<file path="src/rtl/pwm_pair_pkg.sv">
`timescale 1ns/1ps
package pwm_pair_pkg;

  typedef enum logic [1:0] {
    PAIR_INDEP  = 2'd0,
    PAIR_EQUAL  = 2'd1,
    PAIR_COMPL  = 2'd2,
    PAIR_INDEP2 = 2'd3
  } pairMode_e;

  // Strobes from the counter control to the output datapath
  typedef struct packed {
    logic       dirUp;   // current count direction
    logic       atStart; // counter equals start value, running
    logic [1:0] cmpHit;  // counter equals compare value, running
  } cntStrobe_t;

endpackage

</file>
<file path="src/rtl/pwm_pair_ctrl.sv">
`timescale 1ns/1ps
module pwm_pair_ctrl
  import pwm_pair_pkg::*;
#(
  parameter int CNT_W = 16
) (
  input  logic                       clk,
  input  logic                       rstN,
  input  logic                       cntEn,
  input  logic                       centerMode,
  input  logic                       fullRange,
  input  logic [CNT_W-1:0]           cntStart,
  input  logic [CNT_W-1:0]           cntEnd,
  input  logic [1:0][CNT_W-1:0]      cmpVal,
  input  logic [CNT_W-1:0]           trigVal,
  input  logic                       ovfClr,
  input  logic [1:0]                 cmpClr,
  output cntStrobe_t                 strobe,
  output logic [CNT_W-1:0]           count,
  output logic                       ovfFlag,
  output logic [1:0]                 cmpFlag,
  output logic                       trigOut
);

  localparam logic [CNT_W-1:0] CNT_ONE = CNT_W'(1);
  localparam logic [CNT_W-1:0] CNT_MAX = '1;

  logic [CNT_W-1:0] cnt;
  logic             dirUp;
  logic [CNT_W-1:0] effStart;
  logic [CNT_W-1:0] effEnd;
  logic             pastEnd;
  logic             pastStart;
  logic             ovfEvent;

  assign effStart  = fullRange ? '0 : cntStart;
  assign effEnd    = fullRange ? CNT_MAX : cntEnd;
  assign pastEnd   = cnt >= effEnd;
  assign pastStart = cnt <= effStart;
  assign ovfEvent  = cntEn && dirUp && pastEnd;

  always_ff @(posedge clk or negedge rstN) begin
    if (!rstN) begin
      cnt   <= '0;
      dirUp <= 1'b1;
    end else if (!cntEn) begin
      cnt   <= effStart;
      dirUp <= 1'b1;
    end else if (!centerMode) begin
      cnt   <= pastEnd ? effStart : cnt + CNT_ONE;
      dirUp <= 1'b1;
    end else if (dirUp) begin
      if (pastEnd) begin
        cnt   <= cnt - CNT_ONE;
        dirUp <= 1'b0;
      end else begin
        cnt   <= cnt + CNT_ONE;
      end
    end else begin
      if (pastStart) begin
        cnt   <= cnt + CNT_ONE;
        dirUp <= 1'b1;
      end else begin
        cnt   <= cnt - CNT_ONE;
      end
    end
  end

  assign count          = cnt;
  assign strobe.dirUp   = dirUp;
  assign strobe.atStart = cntEn && (cnt == effStart);

  for (genvar c = 0; c < 2; c++) begin : g_cmp
    assign strobe.cmpHit[c] = cntEn && (cnt == cmpVal[c]);

    always_ff @(posedge clk or negedge rstN) begin
      if (!rstN)                  cmpFlag[c] <= 1'b0;
      else if (strobe.cmpHit[c])  cmpFlag[c] <= 1'b1;
      else if (cmpClr[c])         cmpFlag[c] <= 1'b0;
    end
  end

  always_ff @(posedge clk or negedge rstN) begin
    if (!rstN) begin
      ovfFlag <= 1'b0;
      trigOut <= 1'b0;
    end else begin
      if (ovfEvent)    ovfFlag <= 1'b1;
      else if (ovfClr) ovfFlag <= 1'b0;
      trigOut <= cntEn && (cnt == trigVal);
    end
  end

  // a stopped counter reloads the start value
  a_r1_stopped_reload: assert property (@(posedge clk) disable iff (!rstN)
    !cntEn |=> count == $past(effStart));

  // a running counter moves by one or returns to the start value
  a_r2_step_rule: assert property (@(posedge clk) disable iff (!rstN)
    cntEn |=> (count == $past(count) + CNT_ONE) || (count == $past(count) - CNT_ONE)
              || (count == $past(effStart)));

  // the end-of-range point sets the overflow flag
  a_r10_ovf_set: assert property (@(posedge clk) disable iff (!rstN)
    ovfEvent |=> ovfFlag);

endmodule

</file>
<file path="src/rtl/pwm_pair_deadtime.sv">
`timescale 1ns/1ps
module pwm_pair_deadtime #(
  parameter int DT_W = 6
) (
  input  logic            clk,
  input  logic            rstN,
  input  logic            tgt,
  input  logic [DT_W-1:0] dly,
  output logic            act
);

  localparam logic [DT_W-1:0] DT_ONE = DT_W'(1);

  logic [DT_W-1:0] waitCnt;

  always_ff @(posedge clk or negedge rstN) begin
    if (!rstN) begin
      act     <= 1'b0;
      waitCnt <= '0;
    end else if (!tgt) begin
      act     <= 1'b0;
      waitCnt <= '0;
    end else if (!act) begin
      if (waitCnt >= dly) act <= 1'b1;
      else                waitCnt <= waitCnt + DT_ONE;
    end
  end

endmodule

</file>
<file path="src/rtl/pwm_pair_out.sv">
`timescale 1ns/1ps
module pwm_pair_out
  import pwm_pair_pkg::*;
#(
  parameter int DT_W  = 6,
  parameter int N_FLT = 4
) (
  input  logic             clk,
  input  logic             rstN,
  input  cntStrobe_t       strobe,
  input  logic             centerMode,
  input  logic [1:0]       pairMode,
  input  logic [DT_W-1:0]  deadTime,
  input  logic [1:0]       pinPolarity,
  input  logic [1:0]       ovrEn,
  input  logic [1:0]       ovrVal,
  input  logic [N_FLT-1:0] faultIn,
  input  logic [N_FLT-1:0] faultEn,
  input  logic             faultClr,
  output logic [1:0]       pwmOut,
  output logic             faultFlag
);

  pairMode_e       pm;
  logic [1:0]      raw;
  logic [1:0]      tgt;
  logic [1:0]      act;
  logic [DT_W-1:0] dtEff;
  logic            faultNow;
  logic            blocked;

  assign pm = pairMode_e'(pairMode);

  for (genvar c = 0; c < 2; c++) begin : g_raw
    always_ff @(posedge clk or negedge rstN) begin
      if (!rstN) begin
        raw[c] <= 1'b0;
      end else if (centerMode) begin
        if (strobe.cmpHit[c]) raw[c] <= strobe.dirUp;
      end else begin
        if (strobe.cmpHit[c])    raw[c] <= 1'b0;
        else if (strobe.atStart) raw[c] <= 1'b1;
      end
    end
  end

  always_comb begin
    case (pm)
      PAIR_EQUAL: tgt = {raw[0], raw[0]};
      PAIR_COMPL: tgt = {~raw[0], raw[0]};
      default:    tgt = raw;
    endcase
    dtEff = (pm == PAIR_COMPL) ? deadTime : '0;
  end

  for (genvar c = 0; c < 2; c++) begin : g_dt
    pwm_pair_deadtime #(.DT_W(DT_W)) u_dt (
      .clk  (clk),
      .rstN (rstN),
      .tgt  (tgt[c]),
      .dly  (dtEff),
      .act  (act[c])
    );
  end

  assign faultNow = |(faultIn & faultEn);

  always_ff @(posedge clk or negedge rstN) begin
    if (!rstN)         faultFlag <= 1'b0;
    else if (faultNow) faultFlag <= 1'b1;
    else if (faultClr) faultFlag <= 1'b0;
  end

  assign blocked = faultNow || faultFlag;

  always_comb begin
    for (int c = 0; c < 2; c++) begin
      if (blocked)       pwmOut[c] = pinPolarity[c];
      else if (ovrEn[c]) pwmOut[c] = ovrVal[c] ^ pinPolarity[c];
      else               pwmOut[c] = act[c] ^ pinPolarity[c];
    end
  end

  // complementary pins are never both active
  a_r6_no_overlap: assert property (@(posedge clk) disable iff (!rstN)
    $past(pm) == PAIR_COMPL |-> !(act[0] && act[1]));

  // an enabled fault sets the flag
  a_r8_fault_set: assert property (@(posedge clk) disable iff (!rstN)
    faultNow |=> faultFlag);

  // the flag cannot be cleared while the fault persists
  a_r8_fault_hold: assert property (@(posedge clk) disable iff (!rstN)
    (faultFlag && faultNow) |=> faultFlag);

endmodule

</file>
<file path="src/rtl/pwm_pair_timer.sv">
`timescale 1ns/1ps
module pwm_pair_timer
  import pwm_pair_pkg::*;
#(
  parameter int CNT_W = 16,
  parameter int DT_W  = 6,
  parameter int N_FLT = 4
) (
  input  logic             clk,
  input  logic             rstN,
  input  logic             cntEn,
  input  logic             centerMode,
  input  logic             fullRange,
  input  logic [CNT_W-1:0] cntStart,
  input  logic [CNT_W-1:0] cntEnd,
  input  logic [CNT_W-1:0] cmpVal0,
  input  logic [CNT_W-1:0] cmpVal1,
  input  logic [1:0]       pairMode,
  input  logic [DT_W-1:0]  deadTime,
  input  logic [1:0]       pinPolarity,
  input  logic [1:0]       ovrEn,
  input  logic [1:0]       ovrVal,
  input  logic [N_FLT-1:0] faultIn,
  input  logic [N_FLT-1:0] faultEn,
  input  logic [CNT_W-1:0] trigVal,
  input  logic [3:0]       flagClr,
  output logic [1:0]       pwmOut,
  output logic [CNT_W-1:0] count,
  output logic             ovfFlag,
  output logic [1:0]       cmpFlag,
  output logic             faultFlag,
  output logic             trigOut
);

  cntStrobe_t              strobe;
  logic [1:0][CNT_W-1:0]   cmpVec;

  assign cmpVec = {cmpVal1, cmpVal0};

  pwm_pair_ctrl #(.CNT_W(CNT_W)) u_ctrl (
    .clk        (clk),
    .rstN       (rstN),
    .cntEn      (cntEn),
    .centerMode (centerMode),
    .fullRange  (fullRange),
    .cntStart   (cntStart),
    .cntEnd     (cntEnd),
    .cmpVal     (cmpVec),
    .trigVal    (trigVal),
    .ovfClr     (flagClr[0]),
    .cmpClr     (flagClr[2:1]),
    .strobe     (strobe),
    .count      (count),
    .ovfFlag    (ovfFlag),
    .cmpFlag    (cmpFlag),
    .trigOut    (trigOut)
  );

  pwm_pair_out #(.DT_W(DT_W), .N_FLT(N_FLT)) u_out (
    .clk         (clk),
    .rstN        (rstN),
    .strobe      (strobe),
    .centerMode  (centerMode),
    .pairMode    (pairMode),
    .deadTime    (deadTime),
    .pinPolarity (pinPolarity),
    .ovrEn       (ovrEn),
    .ovrVal      (ovrVal),
    .faultIn     (faultIn),
    .faultEn     (faultEn),
    .faultClr    (flagClr[3]),
    .pwmOut      (pwmOut),
    .faultFlag   (faultFlag)
  );

endmodule

</file>
<file path="config.mk">
export PLATFORM = sky130hd
export DESIGN_NAME = pwm_pair_timer
export DESIGN_NICKNAME = d
export VERILOG_FILES = /design/src/rtl/pwm_pair_pkg.sv /design/src/rtl/pwm_pair_ctrl.sv /design/src/rtl/pwm_pair_deadtime.sv /design/src/rtl/pwm_pair_out.sv /design/src/rtl/pwm_pair_timer.sv
export SDC_FILE = /design/constraint.sdc
export NUM_CORES = 1
export LEC_CHECK = 0
export ABC_AREA = 0
export BUFFER_PORTS_ARGS = -buffer_cell sky130_fd_sc_hd__buf_2
export CAP_MARGIN = 40
export CORE_MARGIN = 5
export CORE_UTILIZATION = 45
export DETAILED_ROUTE_END_ITERATION = 10
export HOLD_SLACK_MARGIN = 0.12
export PLACE_DENSITY_LB_ADDON = 0.05
export SLEW_MARGIN = 5
export SYNTH_ARGS = -nofsm -noshare
export SYNTH_HDL_FRONTEND = slang
export SYNTH_SLANG_ARGS = --single-unit
</file>
<file path="constraint.sdc">
create_clock -name clk -period 8.2 [get_ports clk]
set_input_delay 0.41 -clock clk [delete_from_list [all_inputs] [get_ports clk]]
set_output_delay 0.41 -clock clk [all_outputs]
set_load 0.05 [all_outputs]
</file>
# Word-level counts from Yosys, hierarchy flattened
# Index checks and enable logic that the tools add are counted.
# Widths: inputs -> output; s select.
[word_totals] reg_bits=38 in_bits=111 out_inout_bits=23 wordCells=103
[op_classes] n_eq_ne=12 n_mux=46 n_bitwise=6 n_reduce_logical=18 n_addsub=4 magnitude_cmp=4
[ops] cell="$mux 16" n=8
[ops] cell="$eq 16x16->1" n=4
[ops] cell="$mux 6" n=7
[ops] cell="$mux 1" n=30
[ops] cell="$add 16x1->16 const B" n=1
[ops] cell="$ge 16x16->1" n=1
[ops] cell="$le 16x16->1" n=1
[ops] cell="$sub 16x1->16 const B" n=1
[ops] cell="$add 6x1->6 const B" n=2
[ops] cell="$ge 6x6->1" n=2
[ops] cell="$reduce_bool 2->1" n=6
[ops] cell="$ne 2x2->1 const B" n=4
[ops] cell="$reduce_and 2->1" n=4
[ops] cell="$logic_and 1x1->1" n=6
[ops] cell="$and 4x4->4" n=1
[ops] cell="$ne 2x1->1 const B" n=2
[ops] cell="$pmux 2 s2" n=1
[ops] cell="$reduce_or 4->1" n=1
[ops] cell="$xor 1x1->1" n=4
[ops] cell="$eq 2x1->1 const B" n=1
[ops] cell="$eq 2x2->1 const B" n=1
[ops] cell="$logic_or 1x1->1" n=1
[ops] cell="$not 1->1" n=1

# Logic depth before layout (Yosys ltp)
# Gate-level depths: netlist (run 1).
[depth] ltp_word=6 ltp_mapped=13 depth_no_buf=11

# Cells and area by module
# Synthesis (run 1) repeated with hierarchy kept, for this count alone.
[unflattened] hier_cells=533 area_unflattened_um2=4434.3
[by_module_without_submodules] mod="pwm_pair_ctrl" instances=1 area_per_inst_um2=3205.6 cells_each=403 seq_area_each_um2=526.8
[by_module_without_submodules] mod="pwm_pair_deadtime at u_out.g_dt[1].u_dt" instances=1 area_per_inst_um2=483.0 cells_each=48 seq_area_each_um2=175.2
[by_module_without_submodules] mod="pwm_pair_deadtime at u_out.g_dt[0].u_dt" instances=1 area_per_inst_um2=471.7 cells_each=49 seq_area_each_um2=175.2
[by_module_without_submodules] mod="pwm_pair_out" instances=1 area_per_inst_um2=274.0 cells_each=33 seq_area_each_um2=75.1

# Worst setup path after synthesis (run 1)
# Ideal clock, no wire load.
[synth_timing] kind="reg2reg" start="reg u_ctrl.cnt[0] (netlist: u_ctrl.count[0])" end="reg u_ctrl.cnt[6] (netlist: u_ctrl.count[6])" t_arrival_ns=2.944 setup_slack_ns=5.137 stages_incl_launch_ff=11 t_required_ns=8.080 setup_time_ns=0.120 period_less_slack_ns=3.063 path_buffers=1 cell_sequence="dfrtp_1 -> clkbuf_1 -> inv_1 -> ha_1 -> nand2b_1 -> a2111o_1 -> a31oi_2 -> a21boi_2 -> or3b_1 -> a21o_1 -> a31o_1"
[synth_between] elab_chain_len=5 elab_cells_between_ends=10 classes_between="add/sub (2); order compare (2); mux (6)"
[synth_lines] item="start, declared" line="pwm_pair_ctrl.sv:28" source="logic [CNT_W-1:0] cnt;"
[synth_lines] item="start signal, assigned" line="pwm_pair_ctrl.sv:47" source="cnt <= effStart;"
[synth_lines] item="start signal, assigned" line="pwm_pair_ctrl.sv:50" source="cnt <= pastEnd ? effStart : cnt + CNT_ONE;"
[synth_lines] item="start signal, assigned" line="pwm_pair_ctrl.sv:54" source="cnt <= cnt - CNT_ONE;"
[synth_lines] item="$sub 16x1->16, or another cell as far along" line="pwm_pair_ctrl.sv:54, pwm_pair_ctrl.sv:64"
[synth_lines] item="$mux 16, on equally long branches" line="pwm_pair_ctrl.sv:60, pwm_pair_ctrl.sv:53"
[synth_lines] item="$mux 16" line="pwm_pair_ctrl.sv:52" source="end else if (dirUp) begin"
[synth_lines] item="$mux 16 (*)" line="pwm_pair_ctrl.sv:49" source="end else if (!centerMode) begin"
[synth_lines] item="$mux 16 (*)" line="pwm_pair_ctrl.sv:46" source="end else if (!cntEn) begin"
# Mark *: on every way between the ends. The rest lies on a longest branch, timed or not.
# A chain may end at the register's enable or synchronous reset.

# Final worst setup path (run 1)
[layout_timing] start="reg u_ctrl.cnt[11] (netlist: u_ctrl.count[11])" end="reg u_ctrl.cnt[6] (netlist: u_ctrl.count[6])"
[layout_between] elab_chain_len=5 elab_cells_between_ends=8 classes_between="order compare (2); mux (6)"
[layout_lines] item="$le 16x16->1 / $ge 16x16->1 (equally long branches)" line="pwm_pair_ctrl.sv:39, pwm_pair_ctrl.sv:38"
[layout_lines] item="$mux 16, on equally long branches" line="pwm_pair_ctrl.sv:60, pwm_pair_ctrl.sv:53"
[layout_lines] item="$mux 16" line="pwm_pair_ctrl.sv:52"
[layout_lines] item="$mux 16 (*)" line="pwm_pair_ctrl.sv:49"
[layout_lines] item="$mux 16 (*)" line="pwm_pair_ctrl.sv:46"
# Marked as above.

==> flow_summary.yaml, run 1 <==
status:
  outcome: "completed"
route:
  vias_per_cell: 5.39
  first_pass_iters: 6
  drt_wl_total_um: 12600
  vias: 4150
  met3_wirelength_um: 386
  wl_per_cell_um: 16.3
  routed-wl-met2_um: 6840
  ant_nets: 0
  top_layer: "met4"
  wl_met1_um: 5220
  drcViolationCount: 0
  drt_iter0_markers: 192
logic_synthesis:
  synth-simple-area-share_pct: 23.3
  ys_seq_area_share_pct: 21.8
  synth_warnings: 0
  synth_top_family_by_area: "simple AND/OR/NAND/NOR gates"
  ys_async_sr_fraction_pct: 100
  synth_area_per_cell_um2: 8.41
  synthTopCellsByArea: "dfrtp_1, ha_1, xnor2_1"
  syn_inst: 520
  synth_top_cell_by_area: "dfrtp_1"
  dominantRegCellSynth: "dfrtp_1"
  ys_ff_latch: 38
  yosys.area_share.xor_xnor_pct: 15.2
  synth_top_cell_area_share_pct: 21.2
  synth_edf_count: 0
  synthAdderAreaFrac_pct: 14.3
  synth_nets: 681
  synth_compound_area_share_pct: 15.5
  muxShareOfSynthArea_pct: 5.18
  synth_area_um2: 4370
  ys_types: 65
clock_tree:
  htree_levels: 2
  clk_pin_slew_ns: 0.09
  cts-root-buf: "clkbuf_8"
  holdBufCountCts: 1
  cts_sinks: 38
  tritoncts: "yes"
  cts_buffers: 5
  clk_latency_ns: 0.30
  cts-resized-gates: 0
  cts_setup_buffers: 0
  cts_buffer_depth: 2
global_route:
  grt-ovfl-total: 0
  first_global_vias: 4017
  gr-usage-all-layers_pct: 20.9
  antenna_found_initial: 0
  grt_pass1_wl_um: 19400
  grt_start_max_net_pins: 33
critical_path:
  crit_path_start_kind: "flip-flop"
  cpMaxStageDelayCell: "nor4_1"
  cp-end-kind: "flip-flop"
  cp.required_ns: 8.39
  crit_chain: "ha_1 -> nand4_1 -> nor4_1 -> a311oi_2 -> or3b_1 -> a21o_1 -> a31o_1"
  cp_num_buf_inv: 0
  path_max_fanout: 15
  criticalPathCategory: "reg -> reg"
  cpLargestDelayFamily: "simple AND/OR/NAND/NOR gates"
  cp_slowest_stage_delay_ns: 0.70
  cp_data_arrival_time_ns: 3.30
timing:
  tightestPinTransition_ns: 0.756
  slew_headroom_pct: 49.1
  timing.final.crit_share_pct: 38.0
  whs_ns: 0.293
  finalSetupViolCount: 0
  grt_setup_unrepaired: "false"
  tns_ns: 0
  slew_violations: 0
  finClkSkew_ns: 0.0108
  hold_viol_final: 0
  finalCriticalPeriod_ns: 3.11
  max_freq_ghz: 0.321
floorplan:
  dieHeight_um: 109
  initial_core_util_pct: 45.4
  dieWidth_um: 109
  boundaryPins: 134
  die-area_um2: 11800
  fp.coreArea_um2: 9640
  rows: 36
cells_and_area:
  syn_to_final_growth_pct: 19.9
  fin_cells: 770
  num_antenna_cells: 0
  nets: 797
  drive_above_1_share_pct: 25.4
min_path:
  hold_class: "in -> reg"
placement:
  dp_hpwl_um: 10100
  dpl.cell_count: 761
  portBuffers: 133
  gp_congestion: 0.840
run:
  drv_cap: 0
power:
  vdd_drop_max_mv: 0.109
  pwr_density_cell_nw_per_um2: 152
  p_leak_nw: 2.37
[power by group]
part | total [mW] | internal, mW | switching [mW]
Combinational | 0.335 | 0.147 | 0.188
Sequential | 0.263 | 0.200 | 0.0622
Clock | 0.201 | 0.122 | 0.0791
[per-layer routing]
layer / GRT usage, % / vias up
li1: - / 2083
met1: 25.2 / 1981
met2: 39.2 / 76
met3: 2.21 / 10
met4: 4.96 / 0
met5: 0 / -
[worst paths after layout]
check | start | end | slack, ns | cells after the start
worst max-delay path | u_ctrl.count[11]$_DFF_PN0_ | u_ctrl.count[6]$_DFF_PN0_ | 5.09 | 7
worst min-delay path | flagClr[1] | u_ctrl.cmpFlag[0]$_DFFE_PN0P_ | 0.29 | 2
worst min register to register | u_ctrl.cmpFlag[0]$_DFFE_PN0P_ | u_ctrl.cmpFlag[0]$_DFFE_PN0P_ | 0.52 | 2
worst max register to register | u_ctrl.count[11]$_DFF_PN0_ | u_ctrl.count[6]$_DFF_PN0_ | 5.09 | 7
max in group asynchronous | rstN | u_ctrl.dirUp$_DFF_PN1_ | 7.20 | 3
min in group asynchronous | rstN | u_out.g_dt[0].u_dt.waitCnt[4]$_DFFE_PN0P_ | 0.50 | 2
[worst register-to-register path, stage by stage, from the launching register on]
cell	delay (ns)
dfrtp_1	0.64
ha_1	0.46
nand4_1	0.16
nor4_1	0.70
a311oi_2	0.20
or3b_1	0.43
a21o_1	0.20
a31o_1	0.22
[placed cells by master, fill, tap and decap left out, types with 3 or more instances in the layout]
cell type  count
o21ai_0       16
a21o_1        11
a221oi_1       3
and2_1         3
nor3_1         9
inv_1         17
a2111oi_0      4
nand3_1       23
mux2i_1       17
nor2b_1        4
nor4_1         7
xnor2_1       57
a211oi_1       4
dfrtp_1       37
ha_1          50
a21oi_1       14
nand2b_1      29
xor2_1        19
clkbuf_8       5
nand2_1       49
and3_1         5
nor2_1        38
nand4_1       17
mux2_2         5
buf_2        133
or3_1          3
o221ai_1       5
or4_1          3
a22oi_1        3
[flip-flops by register name (all words and copies together) (netlist names), 2 cells and up]
register                 cells
u_ctrl.count                16
u_out.g_dt.u_dt.waitCnt     12
u_ctrl.cmpFlag               2
u_out.g_dt.u_dt.act          2
u_out.raw                    2
[per-stage QoR]
stage	setup WS, ns	utilization, %	total power [mW]	cell area (um2)
2_1_floorplan	5.14	-	0.507	4370
3_3_place_gp	4.89	52.7	0.594	5080
3_5_place_dp	4.88	52.9	0.601	5100
4_1_cts	5.14	54.4	0.804	5240
5_1_grt	4.97	54.4	0.847	5240
6_report	5.09	54.4	0.799	5240
[cells in the mapped netlist (4+ instances only)]
library cell,instances
and3_1,5
nand3_1,23
a211oi_1,4
mux2i_1,17
buf_2,4
nand2b_1,29
xnor2_1,57
nand2_1,49
a2111oi_0,4
ha_1,50
o221ai_1,5
clkbuf_1,17
nor2b_1,4
nor3_1,9
nor2_1,38
o21ai_0,16
inv_1,17
buf_6,4
a21oi_1,14
a21o_1,11
dfrtp_1,37
mux2_2,5
nand4_1,17
xor2_1,19
nor4_1,7
[logic make-up (layout without fill, tap and decap cells)]
logic type	Yosys count	count (layout)
and+or+nand+nor	199	199
AOI/OAI and AO/OA	90	90
xor gates and xnor gates	76	76
adders and majority gates	50	50
buffers and inverters	45	162
DFF	38	38
muxes	22	22
[cell type report]
| type | instances | area, um2 |
|---|---|---|
| Clock buffer | 5 | 68.8 |
| Clock inverter | 3 | 68.8 |
| Fill cell | 984 | 4400 |
| Inverter | 17 | 63.8 |
| Multi-Input combinational cell | 437 | 3210 |
| Sequential cell | 38 | 952 |
| Tap cell | 133 | 166 |
| Timing Repair Buffer | 137 | 711 |
Note: power is estimated with default switching activity, not from simulation.
==> inputs of run 2 (changes only) <==
- clock period: 8.2 -> 2.9 ns (I/O delays scaled with it)
==> flow_summary.yaml, run 2 (synthesis results as in run 1) <==
status:
  outcome: "completed"
cells_and_area:
  largest_reg_flops: 16
  post-route-util_pct: 56.9
  syn_to_final_growth_pct: 25.4
  fin_area_um2: 5490
  drive_above_1_share_pct: 28.0
  nets: 827
  mostFrequentLayoutCell: "buf_2"
  mostFrequentLayoutCells: "buf_2, xnor2_1, ha_1"
  num_antenna_cells: 0
route:
  vias_per_cell: 5.34
  ant_nets: 0
  wl_per_cell_um: 15.9
  drt_wl_total_um: 12700
  drt_iter0_markers: 247
  vias: 4269
  first_pass_iters: 4
  drcViolationCount: 0
critical_path:
  criticalPathCategory: "reg -> reg"
  worstSetupEndpoint: "u_ctrl.count[3]$_DFF_PN0_"
  crit_path_start_kind: "flip-flop"
  cp_data_arrival_time_ns: 2.91
  cp.required_ns: 3.11
  cpMaxStageDelayCell: "a2111o_1"
  reg2reg_depth: 9
  r2r_start: "u_ctrl.count[0]$_DFF_PN0_"
  reg2reg_slack_ns: 0.19
  crit_start: "u_ctrl.count[0]$_DFF_PN0_"
  crit_chain: "inv_1 -> ha_1 -> nand2b_1 -> a2111o_1 -> a31oi_2 -> a21boi_2 -> or3_1 -> a21o_1 -> a31o_1"
  cp-end-kind: "flip-flop"
  path_max_fanout: 6
  cp_slowest_stage_delay_ns: 0.45
  timing.rr.end: "u_ctrl.count[3]$_DFF_PN0_"
global_route:
  grt_start_max_net_pins: 34
  first_global_vias: 4083
  gr-usage-all-layers_pct: 21.4
  grt_pass1_wl_um: 19900
  antenna_found_initial: 0
  grt-ovfl-total: 0
power:
  vdd_drop_max_mv: 0.398
  p_total_mw: 2.35
  p_leak_nw: 2.52
  pwr_density_cell_nw_per_um2: 428
timing:
  max_freq_ghz: 0.370
  slew_headroom_pct: 57.4
  whs_ns: 0.127
  tightestPinTransition_ns: 0.623
  slew_violations: 0
  tns_ns: 0
  timing.final.crit_share_pct: 93.3
  grt_setup_unrepaired: "false"
  finalCriticalPeriod_ns: 2.71
  hold_viol_final: 0
  finalSetupViolCount: 0
  finClkSkew_ns: 0.0107
placement:
  dp_hpwl_um: 10400
  dpl_cell_area_um2: 5280
  portBuffers: 133
  gp_congestion: 0.910
floorplan:
  die-area_um2: 11800
  fp.coreArea_um2: 9640
  boundaryPins: 134
  rows: 36
  dieWidth_um: 109
  initial_core_util_pct: 45.4
  dieHeight_um: 109
run:
  drv_cap: 0
clock_tree:
  cts_buffer_depth: 2
  cts_setup_buffers: 0
  clk_latency_ns: 0.31
  clk_pin_slew_ns: 0.09
  tritoncts: "yes"
  cts_sinks: 38
  cts_buffers: 5
  cts-root-buf: "clkbuf_8"
  htree_levels: 2
min_path:
  hold_class: "in -> reg"
run 2: cell count changes in the layout (fill, tap and decap cells not counted), sizes merged:
cell,change
buf,+24
dlygate4sd3,+6
run 2: repair_timing:
action,in CTS,in global routing
setup endpoints to repair,0,0
resized for setup,0,0
hold endpoints to repair,41,0
hold buffers,7,0
run 2: cell type report:
type / instances / area (um2)
Timing Repair Buffer: 167 / 951
Sequential cell: 38 / 953
Fill cell: 921 / 4150
Tap cell: 133 / 166
Clock inverter: 3 / 68.8
Clock buffer: 5 / 68.8
Inverter: 17 / 63.8
Multi-Input combinational cell: 437 / 3210
run 2: worst max-delay path: cells and delay by family (launching register included):
family / cells / cell delay, ns
compound gates: 5 / 1.25
fa+ha+maj: 1 / 0.25
buf+inv: 1 / 0.14
flops: 1 / 0.41
simple gates: 2 / 0.56
run 2: through the flow:
step | setup slack (ns) | std cells
after floorplan | 0.0551 | 520
after global placement | 0.0993 | 784
after detailed placement | 0.0395 | 785
after CTS | 0.201 | 800
after global routing | 0.0266 | 800
final | 0.194 | 800
run 2: power breakdown:
group,internal [mW],total (mW),switching [mW]
sequential,0.570,0.620,0.0505
combinational,0.479,1.15,0.673
clock,0.345,0.573,0.228
total,1.39,2.35,0.951
run 2: layer usage:
layer | vias up | track usage [%] | wire, um
met4 | 0 | 7.39 | 302
met3 | 22 | 2.39 | 561
met5 | - | 0 | 0
met2 | 99 | 38.8 | 6810
li1 | 2147 | - | -
met1 | 2001 | 26.0 | 5020
run 2: worst min path at each step:
stage | from | endpoint | slack (ns) | cells past startpoint
after global routing | trigVal[4] | u_ctrl.trigOut$_DFF_PN0_ | 0.14 | 4
after detailed placement | rstN | u_out.g_dt[1].u_dt.waitCnt[5]$_DFFE_PN0P_ | -0.01 | 1
after CTS | trigVal[12] | u_ctrl.trigOut$_DFF_PN0_ | 0.12 | 4
after global placement | rstN | u_out.g_dt[1].u_dt.waitCnt[4]$_DFFE_PN0P_ | 0.34 | 1
final | trigVal[12] | u_ctrl.trigOut$_DFF_PN0_ | 0.13 | 4
after floorplan | rstN | u_ctrl.cmpFlag[0]$_DFFE_PN0P_ | -0.15 | 0
==> inputs of run 3 (changes only) <==
- ABC_CLOCK_PERIOD_IN_PS: unset -> 2900
- MAX_ROUTING_LAYER: unset -> met4
==> flow_summary.yaml, run 3 (synthesis results as in run 1) <==
cells_and_area:
  largest_reg_flops: 16
  syn_to_final_growth_pct: 25.4
  nFillCells: 921
  nets: 827
  num_antenna_cells: 0
  mostFrequentLayoutCell: "buf_2"
  drive_above_1_share_pct: 28.0
  mostFrequentLayoutCells: "buf_2, xnor2_1, ha_1"
floorplan:
  boundaryPins: 134
  fp.coreArea_um2: 9640
  rows: 36
  dieHeight_um: 109
  dieWidth_um: 109
  initial_core_util_pct: 45.4
  die-area_um2: 11800
min_path:
  min_path_cells: 4
  worstHoldStart: "trigVal[12]"
  hold_class: "in -> reg"
  holdPathEnd: "u_ctrl.trigOut$_DFF_PN0_"
power:
  clkPwrFrac_pct: 24.4
  pwr_density_cell_nw_per_um2: 428
  netSwitchingFraction_pct: 40.5
  vdd_drop_max_mv: 0.397
  pwr-share-comb_pct: 49.1
  p_leak_nw: 2.52
  p_int_mw: 1.39
  share_seq_of_total_power_pct: 26.5
  switchingPower_mw: 0.951
timing:
  tns_ns: 0
  finalSetupViolCount: 0
  tightestPinTransition_ns: 0.628
  max_freq_ghz: 0.369
  finalCriticalPeriod_ns: 2.71
  hold_viol_final: 0
  grt_setup_unrepaired: "false"
  slew_headroom_pct: 57.1
  slew_violations: 0
  finClkSkew_ns: 0.0103
  timing.final.crit_share_pct: 93.5
  setup_ws_ns: 0.188
route:
  drt_wl_total_um: 12700
  drt_iter0_markers: 233
  first_pass_iters: 5
  drcViolationCount: 0
  vias_per_cell: 5.35
  wl_per_cell_um: 15.9
  vias: 4279
  ant_nets: 0
placement:
  gp_congestion: 0.926
  dp_hpwl_um: 10400
  dp_slack_ns: 0.0395
  portBuffers: 133
clock_tree:
  htree_levels: 2
  cts-resized-gates: 0
  cts_buffers: 5
  cts_buffer_depth: 2
  clk_pin_slew_ns: 0.09
  cts-root-buf: "clkbuf_8"
  cts_sinks: 38
  tritoncts: "yes"
  clk_latency_ns: 0.31
global_route:
  gr-usage-all-layers_pct: 22.0
  grt-ovfl-total: 0
  grt_start_max_net_pins: 34
  first_global_vias: 4081
  antenna_found_initial: 0
  grt_pass1_wl_um: 19900
critical_path:
  cp_data_arrival_time_ns: 2.92
  criticalPathCategory: "reg -> reg"
  reg2reg_depth: 9
  cp_num_buf_inv: 1
  cp-end-kind: "flip-flop"
  cp.required_ns: 3.10
  cp_slowest_stage_delay_ns: 0.45
  r2r_start: "u_ctrl.count[0]$_DFF_PN0_"
  cpMaxStageDelayCell: "a2111o_1"
  crit_chain: "inv_1 -> ha_1 -> nand2b_1 -> a2111o_1 -> a31oi_2 -> a21boi_2 -> or3_1 -> a21o_1 -> a31o_1"
  reg2reg_slack_ns: 0.19
  crit_path_start_kind: "flip-flop"
  path_max_fanout: 6
  timing.rr.end: "u_ctrl.count[3]$_DFF_PN0_"
  cpLargestDelayFamily: "compound AO/OA/AOI/OAI gates"
status:
  outcome: "completed"
run:
  drv_cap: 0
## run 3: cell counts in the layout (fill, tap and decap cells not counted)
No cell type changed its count.
## run 3: final cells by class
cell class	count	area [um2]	share of cell area, %
clock buffers	5	68.8	1.25
clock inverters	3	68.8	1.25
inverters	17	63.8	1.16
multi-input cells	437	3210	58.6
flip-flops and latches	38	953	17.4
well taps	133	166	3.03
repair buffers	167	951	17.3
## run 3: worst max-delay path by stage
stage,start,slack [ns],endpoint,cells after the start
final,u_ctrl.count[0]$_DFF_PN0_,0.19,u_ctrl.count[3]$_DFF_PN0_,9
after global routing,u_ctrl.count[0]$_DFF_PN0_,0.03,u_ctrl.count[10]$_DFF_PN0_,10
after CTS,u_ctrl.count[0]$_DFF_PN0_,0.20,u_ctrl.count[3]$_DFF_PN0_,9
after detailed placement,fullRange,0.04,u_ctrl.count[3]$_DFF_PN0_,10
after global placement,fullRange,0.1,u_ctrl.count[10]$_DFF_PN0_,11
after floorplan,u_ctrl.count[0]$_DFF_PN0_,0.06,u_ctrl.count[6]$_DFF_PN0_,10
## run 3: power by group through the flow
stage | sequential [mW] | combinational [mW] | clock, mW
5_1_grt | 0.627 | 1.26 | 0.599
2_1_floorplan | 0.753 | 0.682 | 0
4_1_cts | 0.621 | 1.16 | 0.576
3_5_place_dp | 0.632 | 1.14 | 0
3_3_place_gp | 0.632 | 1.12 | 0
6_report | 0.621 | 1.15 | 0.573
## run 3: per-layer routing
layer / wire, um / GRT usage (%) / vias up / part of all wire (%)
li1: - / - / 2149 / -
met1: 5120 / 26.0 / 2012 / 40
met2: 6810 / 38.8 / 98 / 54
met3: 515 / 2.39 / 20 / 4.1
met4: 261 / 7.39 / 0 / 2.1
met5: 0 / - / - / 0
## run 3: per-stage QoR
| stage | power (mW) | utilization [%] | instance area, um2 | hold WS (ns) | instances |
|---|---|---|---|---|---|
| 2_1_floorplan | 1.43 | - | 4380 | -0.151 | 520 |
| 3_3_place_gp | 1.75 | 54.5 | 5260 | 0.336 | 784 |
| 3_5_place_dp | 1.77 | 54.8 | 5280 | -0.0107 | 785 |
| 4_1_cts | 2.35 | 56.9 | 5490 | 0.123 | 800 |
| 5_1_grt | 2.48 | 56.9 | 5490 | 0.142 | 800 |
| 6_report | 2.35 | 56.9 | 5490 | 0.126 | 800 |
## run 3: timing repair
item,4_1_cts,5_1_grt
buffers inserted,0,0
hold endpoints to repair,41,0
hold buffers,7,0
## run 3: worst register-to-register path, stage by stage (launching register included)
cell      delay [ns]
dfrtp_2         0.41
inv_1           0.14
ha_1            0.25
nand2b_1        0.14
a2111o_1        0.45
a31oi_2         0.26
a21boi_2        0.14
or3_1           0.42
a21o_1          0.19
a31o_1          0.21
